$ cat config.mk
export PLATFORM = sky130hd
export DESIGN_NAME = icx_signal_unit
export DESIGN_NICKNAME = d
export VERILOG_FILES = /design/src/rtl/icx_pkg.sv /design/src/rtl/icx_cmd_decode.sv /design/src/rtl/icx_pend_matrix.sv /design/src/rtl/icx_readback.sv /design/src/rtl/icx_signal_unit.sv
export SDC_FILE = /design/constraint.sdc
export NUM_CORES = 1
export LEC_CHECK = 0
export BUFFER_PORTS_ARGS = -buffer_cell sky130_fd_sc_hd__buf_4
export CAP_MARGIN = 20
export CORE_MARGIN = 5
export CORE_UTILIZATION = 54
export DETAILED_ROUTE_END_ITERATION = 12
export PLACE_DENSITY_LB_ADDON = 0.1
export SLEW_MARGIN = 10
export SYNTH_ARGS = -nofsm -noshare
export SYNTH_HDL_FRONTEND = slang
export SYNTH_SLANG_ARGS = --single-unit
$ cat constraint.sdc
create_clock -name clk -period 1.4 [get_ports clk]
set_clock_uncertainty 0.1 [all_clocks]
set_input_delay 0.07 -clock clk [delete_from_list [all_inputs] [get_ports clk]]
set_output_delay 0.07 -clock clk [all_outputs]
set_load 0.01 [all_outputs]
$ cat src/rtl/icx_pkg.sv
package icx_pkg;

    typedef enum logic [1:0] {
        OP_RAISE = 2'b00,
        OP_PEND  = 2'b01,
        OP_SRCQ  = 2'b10,
        OP_CLEAR = 2'b11
    } icx_op_e;

    typedef enum logic {
        RB_IDLE = 1'b0,
        RB_SHOW = 1'b1
    } rb_state_e;

endpackage

$ cat src/rtl/icx_cmd_decode.sv
module icx_cmd_decode
    import icx_pkg::*;
#(
    parameter int N_CORES = 4,
    parameter int ID_W    = 2
) (
    input  logic                            clk,
    input  logic                            rst_n,
    input  logic                            cmd_valid,
    input  logic [1:0]                      cmd_op,
    input  logic [ID_W-1:0]                 cmd_core,
    input  logic [ID_W-1:0]                 cmd_arg,
    output logic [N_CORES-1:0][N_CORES-1:0] set_req,
    output logic [N_CORES-1:0][N_CORES-1:0] clr_req,
    output logic                            rd_req,
    output logic [ID_W-1:0]                 rd_sel
);

    localparam bit FULL_ID = ((1 << ID_W) == N_CORES);

    icx_op_e op;
    logic    core_ok;
    logic    arg_ok;
    logic    is_raise;
    logic    is_clear;

    assign op = icx_op_e'(cmd_op);

    generate
        if (FULL_ID) begin : g_full
            assign core_ok = 1'b1;
            assign arg_ok  = 1'b1;
        end else begin : g_part
            assign core_ok = (int'(cmd_core) < N_CORES);
            assign arg_ok  = (int'(cmd_arg) < N_CORES);
        end
    endgenerate

    assign is_raise = cmd_valid && core_ok && arg_ok && (op == OP_RAISE);
    assign is_clear = cmd_valid && core_ok && arg_ok && (op == OP_CLEAR);

    // Row index = receiver, column index = sender.
    generate
        for (genvar r = 0; r < N_CORES; r++) begin : g_row
            for (genvar s = 0; s < N_CORES; s++) begin : g_col
                if (r == s) begin : g_diag
                    // A core never raises itself.
                    assign set_req[r][s] = 1'b0;
                end else begin : g_off
                    assign set_req[r][s] = is_raise
                        && (cmd_arg == ID_W'(r)) && (cmd_core == ID_W'(s));
                end
                assign clr_req[r][s] = is_clear
                    && (cmd_core == ID_W'(r)) && (cmd_arg == ID_W'(s));
            end
        end
    endgenerate

    always_comb begin
        rd_req = 1'b0;
        rd_sel = cmd_core;
        if (cmd_valid && core_ok && arg_ok) begin
            unique case (op)
                OP_PEND: begin
                    rd_req = 1'b1;
                    rd_sel = cmd_arg;
                end
                OP_SRCQ: begin
                    rd_req = 1'b1;
                    rd_sel = cmd_core;
                end
                OP_RAISE, OP_CLEAR: begin
                    rd_req = 1'b0;
                end
            endcase
        end
    end

    // at most one pair is raised per command.
    p_one_set_r1: assert property (@(posedge clk) disable iff (!rst_n)
        $onehot0(set_req))
        else $error("p_one_set_r1");

    // at most one pair is acknowledged per command.
    p_one_clear_r7: assert property (@(posedge clk) disable iff (!rst_n)
        $onehot0(clr_req))
        else $error("p_one_clear_r7");

endmodule

$ cat src/rtl/icx_pend_matrix.sv
module icx_pend_matrix #(
    parameter int N_CORES = 4
) (
    input  logic                            clk,
    input  logic                            rst_n,
    input  logic [N_CORES-1:0][N_CORES-1:0] set_req,
    input  logic [N_CORES-1:0][N_CORES-1:0] clr_req,
    output logic [N_CORES-1:0][N_CORES-1:0] pend,
    output logic [N_CORES-1:0]              irq
);

    generate
        for (genvar r = 0; r < N_CORES; r++) begin : g_rx
            // Set dominates clear so a fresh request is never lost.
            always_ff @(posedge clk or negedge rst_n) begin
                if (!rst_n) begin
                    pend[r] <= '0;
                end else begin
                    pend[r] <= (pend[r] & ~clr_req[r]) | set_req[r];
                end
            end

            assign irq[r] = |pend[r];

            // a line only drops when its receiver is acknowledged.
            p_irq_hold_r8: assert property (@(posedge clk) disable iff (!rst_n)
                (irq[r] && !(|clr_req[r])) |=> irq[r])
                else $error("p_irq_hold_r8");

            for (genvar s = 0; s < N_CORES; s++) begin : g_tx
                // a raise is recorded.
                p_set_taken_r1: assert property (@(posedge clk) disable iff (!rst_n)
                    set_req[r][s] |=> pend[r][s])
                    else $error("p_set_taken_r1");

                // an acknowledge removes its bit.
                p_clear_taken_r7: assert property (@(posedge clk) disable iff (!rst_n)
                    (clr_req[r][s] && !set_req[r][s]) |=> !pend[r][s])
                    else $error("p_clear_taken_r7");
            end
        end
    endgenerate

endmodule

$ cat src/rtl/icx_readback.sv
module icx_readback
    import icx_pkg::*;
#(
    parameter int N_CORES = 4,
    parameter int ID_W    = 2
) (
    input  logic                            clk,
    input  logic                            rst_n,
    input  logic                            rd_req,
    input  logic [ID_W-1:0]                 rd_sel,
    input  logic [N_CORES-1:0][N_CORES-1:0] pend,
    output logic                            rd_valid,
    output logic [N_CORES-1:0]              rd_data
);

    rb_state_e          state_q;
    rb_state_e          state_d;
    logic [N_CORES-1:0] hold_q;

    // State register.
    always_ff @(posedge clk or negedge rst_n) begin
        if (!rst_n) begin
            state_q <= RB_IDLE;
        end else begin
            state_q <= state_d;
        end
    end

    // Captured row.
    always_ff @(posedge clk or negedge rst_n) begin
        if (!rst_n) begin
            hold_q <= '0;
        end else if (rd_req) begin
            hold_q <= pend[rd_sel];
        end
    end

    // Next state.
    always_comb begin
        state_d = state_q;
        unique case (state_q)
            RB_IDLE: state_d = rd_req ? RB_SHOW : RB_IDLE;
            RB_SHOW: state_d = rd_req ? RB_SHOW : RB_IDLE;
        endcase
    end

    // Outputs.
    always_comb begin
        rd_valid = 1'b0;
        rd_data  = '0;
        unique case (state_q)
            RB_IDLE: begin
                rd_valid = 1'b0;
                rd_data  = '0;
            end
            RB_SHOW: begin
                rd_valid = 1'b1;
                rd_data  = hold_q;
            end
        endcase
    end

    // a read is answered on the next cycle.
    p_rd_follow_r3: assert property (@(posedge clk) disable iff (!rst_n)
        rd_req |=> rd_valid)
        else $error("p_rd_follow_r3");

    // no valid without a read.
    p_rd_only_r3: assert property (@(posedge clk) disable iff (!rst_n)
        !rd_req |=> !rd_valid)
        else $error("p_rd_only_r3");

endmodule

$ cat src/rtl/icx_signal_unit.sv
module icx_signal_unit
    import icx_pkg::*;
#(
    parameter int N_CORES = 4,
    parameter int ID_W    = (N_CORES > 1) ? $clog2(N_CORES) : 1
) (
    input  logic               clk,
    input  logic               rst_n,
    input  logic               cmd_valid,
    input  logic [1:0]         cmd_op,
    input  logic [ID_W-1:0]    cmd_core,
    input  logic [ID_W-1:0]    cmd_arg,
    output logic               rd_valid,
    output logic [N_CORES-1:0] rd_data,
    output logic [N_CORES-1:0] irq_out
);

    logic [N_CORES-1:0][N_CORES-1:0] set_req;
    logic [N_CORES-1:0][N_CORES-1:0] clr_req;
    logic [N_CORES-1:0][N_CORES-1:0] pend;
    logic                            rd_req;
    logic [ID_W-1:0]                 rd_sel;

    icx_cmd_decode #(.N_CORES(N_CORES), .ID_W(ID_W)) u_decode (
        .clk       (clk),
        .rst_n     (rst_n),
        .cmd_valid (cmd_valid),
        .cmd_op    (cmd_op),
        .cmd_core  (cmd_core),
        .cmd_arg   (cmd_arg),
        .set_req   (set_req),
        .clr_req   (clr_req),
        .rd_req    (rd_req),
        .rd_sel    (rd_sel)
    );

    icx_pend_matrix #(.N_CORES(N_CORES)) u_matrix (
        .clk     (clk),
        .rst_n   (rst_n),
        .set_req (set_req),
        .clr_req (clr_req),
        .pend    (pend),
        .irq     (irq_out)
    );

    icx_readback #(.N_CORES(N_CORES), .ID_W(ID_W)) u_readback (
        .clk      (clk),
        .rst_n    (rst_n),
        .rd_req   (rd_req),
        .rd_sel   (rd_sel),
        .pend     (pend),
        .rd_valid (rd_valid),
        .rd_data  (rd_data)
    );

    // raising oneself leaves every line as it was.
    p_self_ignored_r2: assert property (@(posedge clk) disable iff (!rst_n)
        (cmd_valid && (cmd_op == 2'b00) && (cmd_core == cmd_arg))
            |=> $stable(irq_out))
        else $error("p_self_ignored_r2");

    // lines are low while reset is held.
    always @(posedge clk) begin
        if (!rst_n) begin
            p_reset_quiet_r9: assert (irq_out == '0 && !rd_valid)
                else $error("p_reset_quiet_r9");
        end
    end

endmodule

**Yosys cells after proc, flatten, opt, wreduce, memory -nomap -nowiden**

Cells that the tools add are included.

- Bits in latches: 0
- Logic and storage cells: 85
- Flip-flop bits (word level): 21
- Memories kept: 0
- Input bits: 9
- Memory bits (read-only): 0
- Bits in writable memories: 0

- Shift operators: 0
- Equality and inequality tests: 9
- Bitwise logic cells: 13
- Add/subtract/negate cells: 0
- $mul: 0
- Divide/modulo/power cells: 0
- $lt $le $gt $ge: 1
- Reduce and logical (&&, ||, !) cells: 47
- Multiplexer cells: 9

Operator list:

| operator | count |
|---|---|
| $logic_and A1 B1 Y1 | 38 |
| $and A4 B4 Y4 | 4 |
| $not A4 Y4 | 4 |
| $reduce_or A4 Y1 | 4 |
| $eq A2 B2 Y1 const B | 6 |
| $or A4 B4 Y4 | 3 |
| $bmux W4 S2 | 1 |
| $pmux W4 S2 | 1 |
| $eq A2 B1 Y1 const B | 3 |
| $logic_not A2 Y1 | 3 |
| $mux W2 | 2 |
| $mux W4 | 1 |
| $or A4 B3 Y4 | 1 |
| $pmux W1 S2 | 2 |
| $reduce_or A2 Y1 | 2 |
| $lt A2 B3 Y1 const B | 1 |
| $mux W1 | 2 |
| $not A1 Y1 | 1 |

**Depth between registers and ports, before layout**

- Depth after elaboration: 7
- Depth in mapped cells: 6

**Modules after synthesis**

From an unflattened synthesis, not the netlist that was laid out.

- Cells, all modules: 140
- Area, all modules: 1275.0 um^2

Modules (own cells, without submodules):

| module | cells an instance | times used | area an instance (um^2) |
|---|---|---|---|
| icx_pend_matrix | 52 | 1 | 615.6 |
| icx_cmd_decode | 60 | 1 | 347.8 |
| icx_readback | 28 | 1 | 311.5 |

**Worst setup path after synthesis**

No wires, ideal clock.

- Kind: input-to-reg
- From: input cmd_op[1]
- To: register u_readback.hold_q[2]
- Data required time: 1163 ps
- Slack: 48 ps
- Stages on the path: 6
- Data arrival time: 1115 ps
- Path through: inv_1 -> ha_1 -> nand2_2 -> mux2i_4 -> mux2i_1 -> o221ai_1

- Cells in the longest elaborated chain, start to end: 5
- Elaborated cells between the ends (all ways): 12
- Those cells by class: eq/ne: 3; mux: 6; reduce/logical: 3

Ends and longest elaborated chain:

| item | RTL line | source |
|---|---|---|
| start: declaration | icx_signal_unit.sv:10 | `input logic [1:0] cmd_op,` |
| $eq A2 B1 Y1 | icx_cmd_decode.sv:63 | `unique case (op)` |
| $mux W2 | icx_cmd_decode.sv:63 |  |
| $mux W2 | icx_cmd_decode.sv:62 | `if (cmd_valid && core_ok && arg_ok) begin` |
| $bmux W4 S2 | icx_readback.sv:34 | `hold_q <= pend[rd_sel];` |
| $mux W4 (not written as such) | icx_readback.sv:34 |  |
| end signal: assignment | icx_readback.sv:34 |  |
| end: declaration | icx_readback.sv:18 | `logic [N_CORES-1:0] hold_q;` |

Parallel ways exist; a longest one is shown, timed or not. The select of a mux whose other input is x is not followed.
A chain may end at the register's enable or synchronous reset.

**Final worst setup path**

- From: register u_matrix.pend[6] in the netlist's numbering
- To: output irq_out[1]

- Cells in the longest elaborated chain, start to end: 1

Ends and longest elaborated chain:

| item | RTL line | source |
|---|---|---|
| start: declaration | icx_pend_matrix.sv:8 | `output logic [N_CORES-1:0][N_CORES-1:0] pend,` |
| start signal: indexed assignment | icx_pend_matrix.sv:19 | `pend[r] <= (pend[r] & ~clr_req[r]) \| set_req[r];` |
| $reduce_or A4 Y1 | icx_pend_matrix.sv:23 | `assign irq[r] = \|pend[r];` |
| end: declaration | icx_signal_unit.sv:15 | `output logic [N_CORES-1:0] irq_out` |

No other way between the ends.

==> impl_metrics.json <==
{
  "hp-class": "input pin to register",
  "viasPerCell": 5.76,
  "reg2reg_depth": 5,
  "area_growth_syn_to_layout_pct": 32.6,
  "wl_met1_um": 1330,
  "final_cell_mix": "buf_4, dfrtp_1, nand2_1",
  "netlist_instances": 124,
  "power_density_nw_per_um2": 763,
  "clk_latency_ns": 0.29,
  "cts_max_level": 1,
  "maxSlewHeadroom_pct": 73.0,
  "dp_cells": 167,
  "final_util_pct": 76.6,
  "worst_setup_path_start_kind": "register",
  "dieArea_sq_um": 3140,
  "min_from": "cmd_arg[1]",
  "ant_nets": 0,
  "status": "complete, but fails checks",
  "violations": "negative setup slack",
  "core_area_sq_um": 1980,
  "rsz0062_at_grt": "yes",
  "reg2reg_from": "u_matrix.pend[14]",
  "yosys_warnings": 0,
  "track_usage_pct": 20.1,
  "io_buffer_count": 17,
  "overflow": 0,
  "syn-num-nets": 136,
  "end_kind": "primary output",
  "clockPowerShare_pct": 24.3,
  "avgRoutedWirePerCell_um": 15.7,
  "clockBufferDepth": 2,
  "period_minus_slack_ns": 1.54,
  "final_nets": 173,
  "start_util_pct": 57.8,
  "slew_viol_final": 0,
  "n_antenna_cell": 0,
  "fin_ws_ns": -0.139,
  "wl_met3_um": 157,
  "place_congestion": 0.860,
  "cts_made_buffers": 3,
  "drv_cap": 0,
  "r2r-end": "u_readback.hold_q[2]",
  "setup_viol": 4,
  "instances_no_fill": 187,
  "hold_end": "u_matrix.pend[7]",
  "tightest_slew_ns": 0.404,
  "synth.distinct_cells": 24,
  "pwr-share-seq_pct": 56.4,
  "drt_iter0_drc": 48,
  "wl_met2_um": 1400,
  "p_int_w": 0.000849,
  "synth_area_per_cell_sq_um": 9.23,
  "clockRootBuffer": "clkbuf_4",
  "synth_edf_count": 0,
  "ff2ff_setup_slack_ns": 0.12,
  "swShare_pct": 26.7,
  "synth-seq-cells": 21,
  "rows": 16,
  "clkSlewWorstSetupHoldPaths_ns": 0.11,
  "dr.max_layer_used": "met4",
  "cp.required_ns": 1.23,
  "firstDrtPassIters": 4,
  "hold_viol": 0,
  "clock-sinks": 21,
  "hold_depth": 2,
  "p_leak_nw": 0.709,
  "layout_commonest_cell": "buf_4",
  "finalWirelength_um": 2930,
  "drc": 0,
  "ir_drop_v": 0.000670,
  "switchingPower_w": 0.000309,
  "clock.fmax_mhz": 650,
  "p_comb_share_pct": 19.3,
  "ys_async_sr_fraction_pct": 100,
  "grt_max_degree": 22,
  "num_io_pins": 18,
  "grt_pass1_vias": 1044,
  "dp_hpwl_um": 1880,
  "num_vias": 1077,
  "antenna_found_initial": 0,
  "grt_pass1_wl_um": 5010,
  "period_share_pct": 110,
  "path_class": "register to primary output",
  "post-place-ws_ns": -0.120,
  "drive_above_1_share_pct": 28.7,
  "ys_seq_area_share_pct": 45.9,
  "syn_area_sq_um": 1140,
  "path_max_fanout": 2,
  "die_h_um": 56.0,
  "cts_tree": "built",
  "worstPathArrival_ns": 1.37,
  "die_x_um": 56.0,
  "synth_flop_cell": "dfrtp_1"
}
==> registers in the layout (all words and copies together), names as in the netlist <==
| name | cells |
|---|---|
| u_readback.state_q | 1 |
| u_matrix.pend | 16 |
| u_readback.hold_q | 4 |
==> cell families (layout without fill, tap and decap cells) <==
family,count (synthesis),count (layout),synth area share (%)
mux,10,10,9.95
buf+inv,10,46,3.28
flops,21,21,45.9
compound gates,35,35,17.7
simple gates,45,45,19.9
fa+ha+maj,3,3,3.28
==> metrics by stage <==
| stage | setup TNS (ns) | hold WS [ns] | cell area [sq um] | total power (W) |
|---|---|---|---|---|
| floorplan | 0 | -0.326 | 1140 | 0.000773 |
| global placement | -0.365 | -0.139 | 1330 | 0.000865 |
| detailed placement | -0.462 | -0.135 | 1330 | 0.000868 |
| CTS | -0.540 | 0.00268 | 1470 | 0.00116 |
| global route | -0.751 | 0.0142 | 1520 | 0.00124 |
| finish | -0.514 | 0.0177 | 1520 | 0.00116 |
==> per-layer routing <==
metal  global-route usage (%)  vias to the layer above
li1                         -                      519
met1                     28.2                      512
met2                     30.7                       40
met3                     3.48                        6
met4                     7.46                        0
met5                        0                        -
==> worst max path at each step <==
| stage | from | endpoint | slack [ns] | cells after the start |
|---|---|---|---|---|
| 2_1_floorplan | cmd_op[1] | u_readback.hold_q[2] | 0.05 | 6 |
| 4_1_cts | u_matrix.pend[9] | irq_out[2] | -0.14 | 2 |
| 6_report | u_matrix.pend[6] | irq_out[1] | -0.14 | 2 |
| 3_5_place_dp | cmd_op[1] | u_readback.hold_q[3] | -0.12 | 8 |
| 3_3_place_gp | cmd_op[0] | u_readback.hold_q[3] | -0.1 | 7 |
| 5_1_grt | u_matrix.pend[6] | irq_out[1] | -0.19 | 2 |
==> cells in the mapped netlist, types with 2 or more instances <==
cell type  instances  share of area [%]
dfrtp_1           21                 46
nand2_1           17                5.6
o21ai_0           14                6.1
a21oi_1           13                5.7
nor2_1            11                3.6
mux2i_1            8                7.0
clkbuf_1           5                1.6
inv_1              5                1.6
and2_1             4                2.2
o221ai_1           4                3.1
or4_1              4                2.6
ha_1               3                3.3
nand4b_1           2                1.5
o21a_1             2                1.3
o31a_1             2                1.5
==> cell type report <==
type / count / area (sq um)
clock buffer: 3 / 22.5
clock inverter: 1 / 5.00
fill: 133 / 464
inverter: 5 / 18.8
multi-input combinational: 93 / 597
sequential: 21 / 526
tap: 27 / 33.8
timing repair buffer: 37 / 315
==> power groups by stage <==
stage,sequential (W),clock (W),combinational [W]
detailed placement,0.000666,0,0.000202
finish,0.000653,0.000281,0.000224
floorplan,0.000662,0,0.000111
CTS,0.000653,0.000291,0.000216
global route,0.000659,0.000335,0.000246
global placement,0.000665,0,0.000200
==> what timing repair did <==
action | in CTS | in global routing
pin swaps | 3 | 0
hold buffers | 3 | 1
endpoints found under the hold margin | 24 | 1
endpoints found under the setup margin | 4 | 4
setup buffers | 8 | 4
resized for setup | 7 | 1
==> critical path, cell delays in order (launching register included) <==
cell	delay, ns
dfrtp_1	0.40
or4_4	0.53
buf_6	0.13
(Power assumes the default switching activity.)
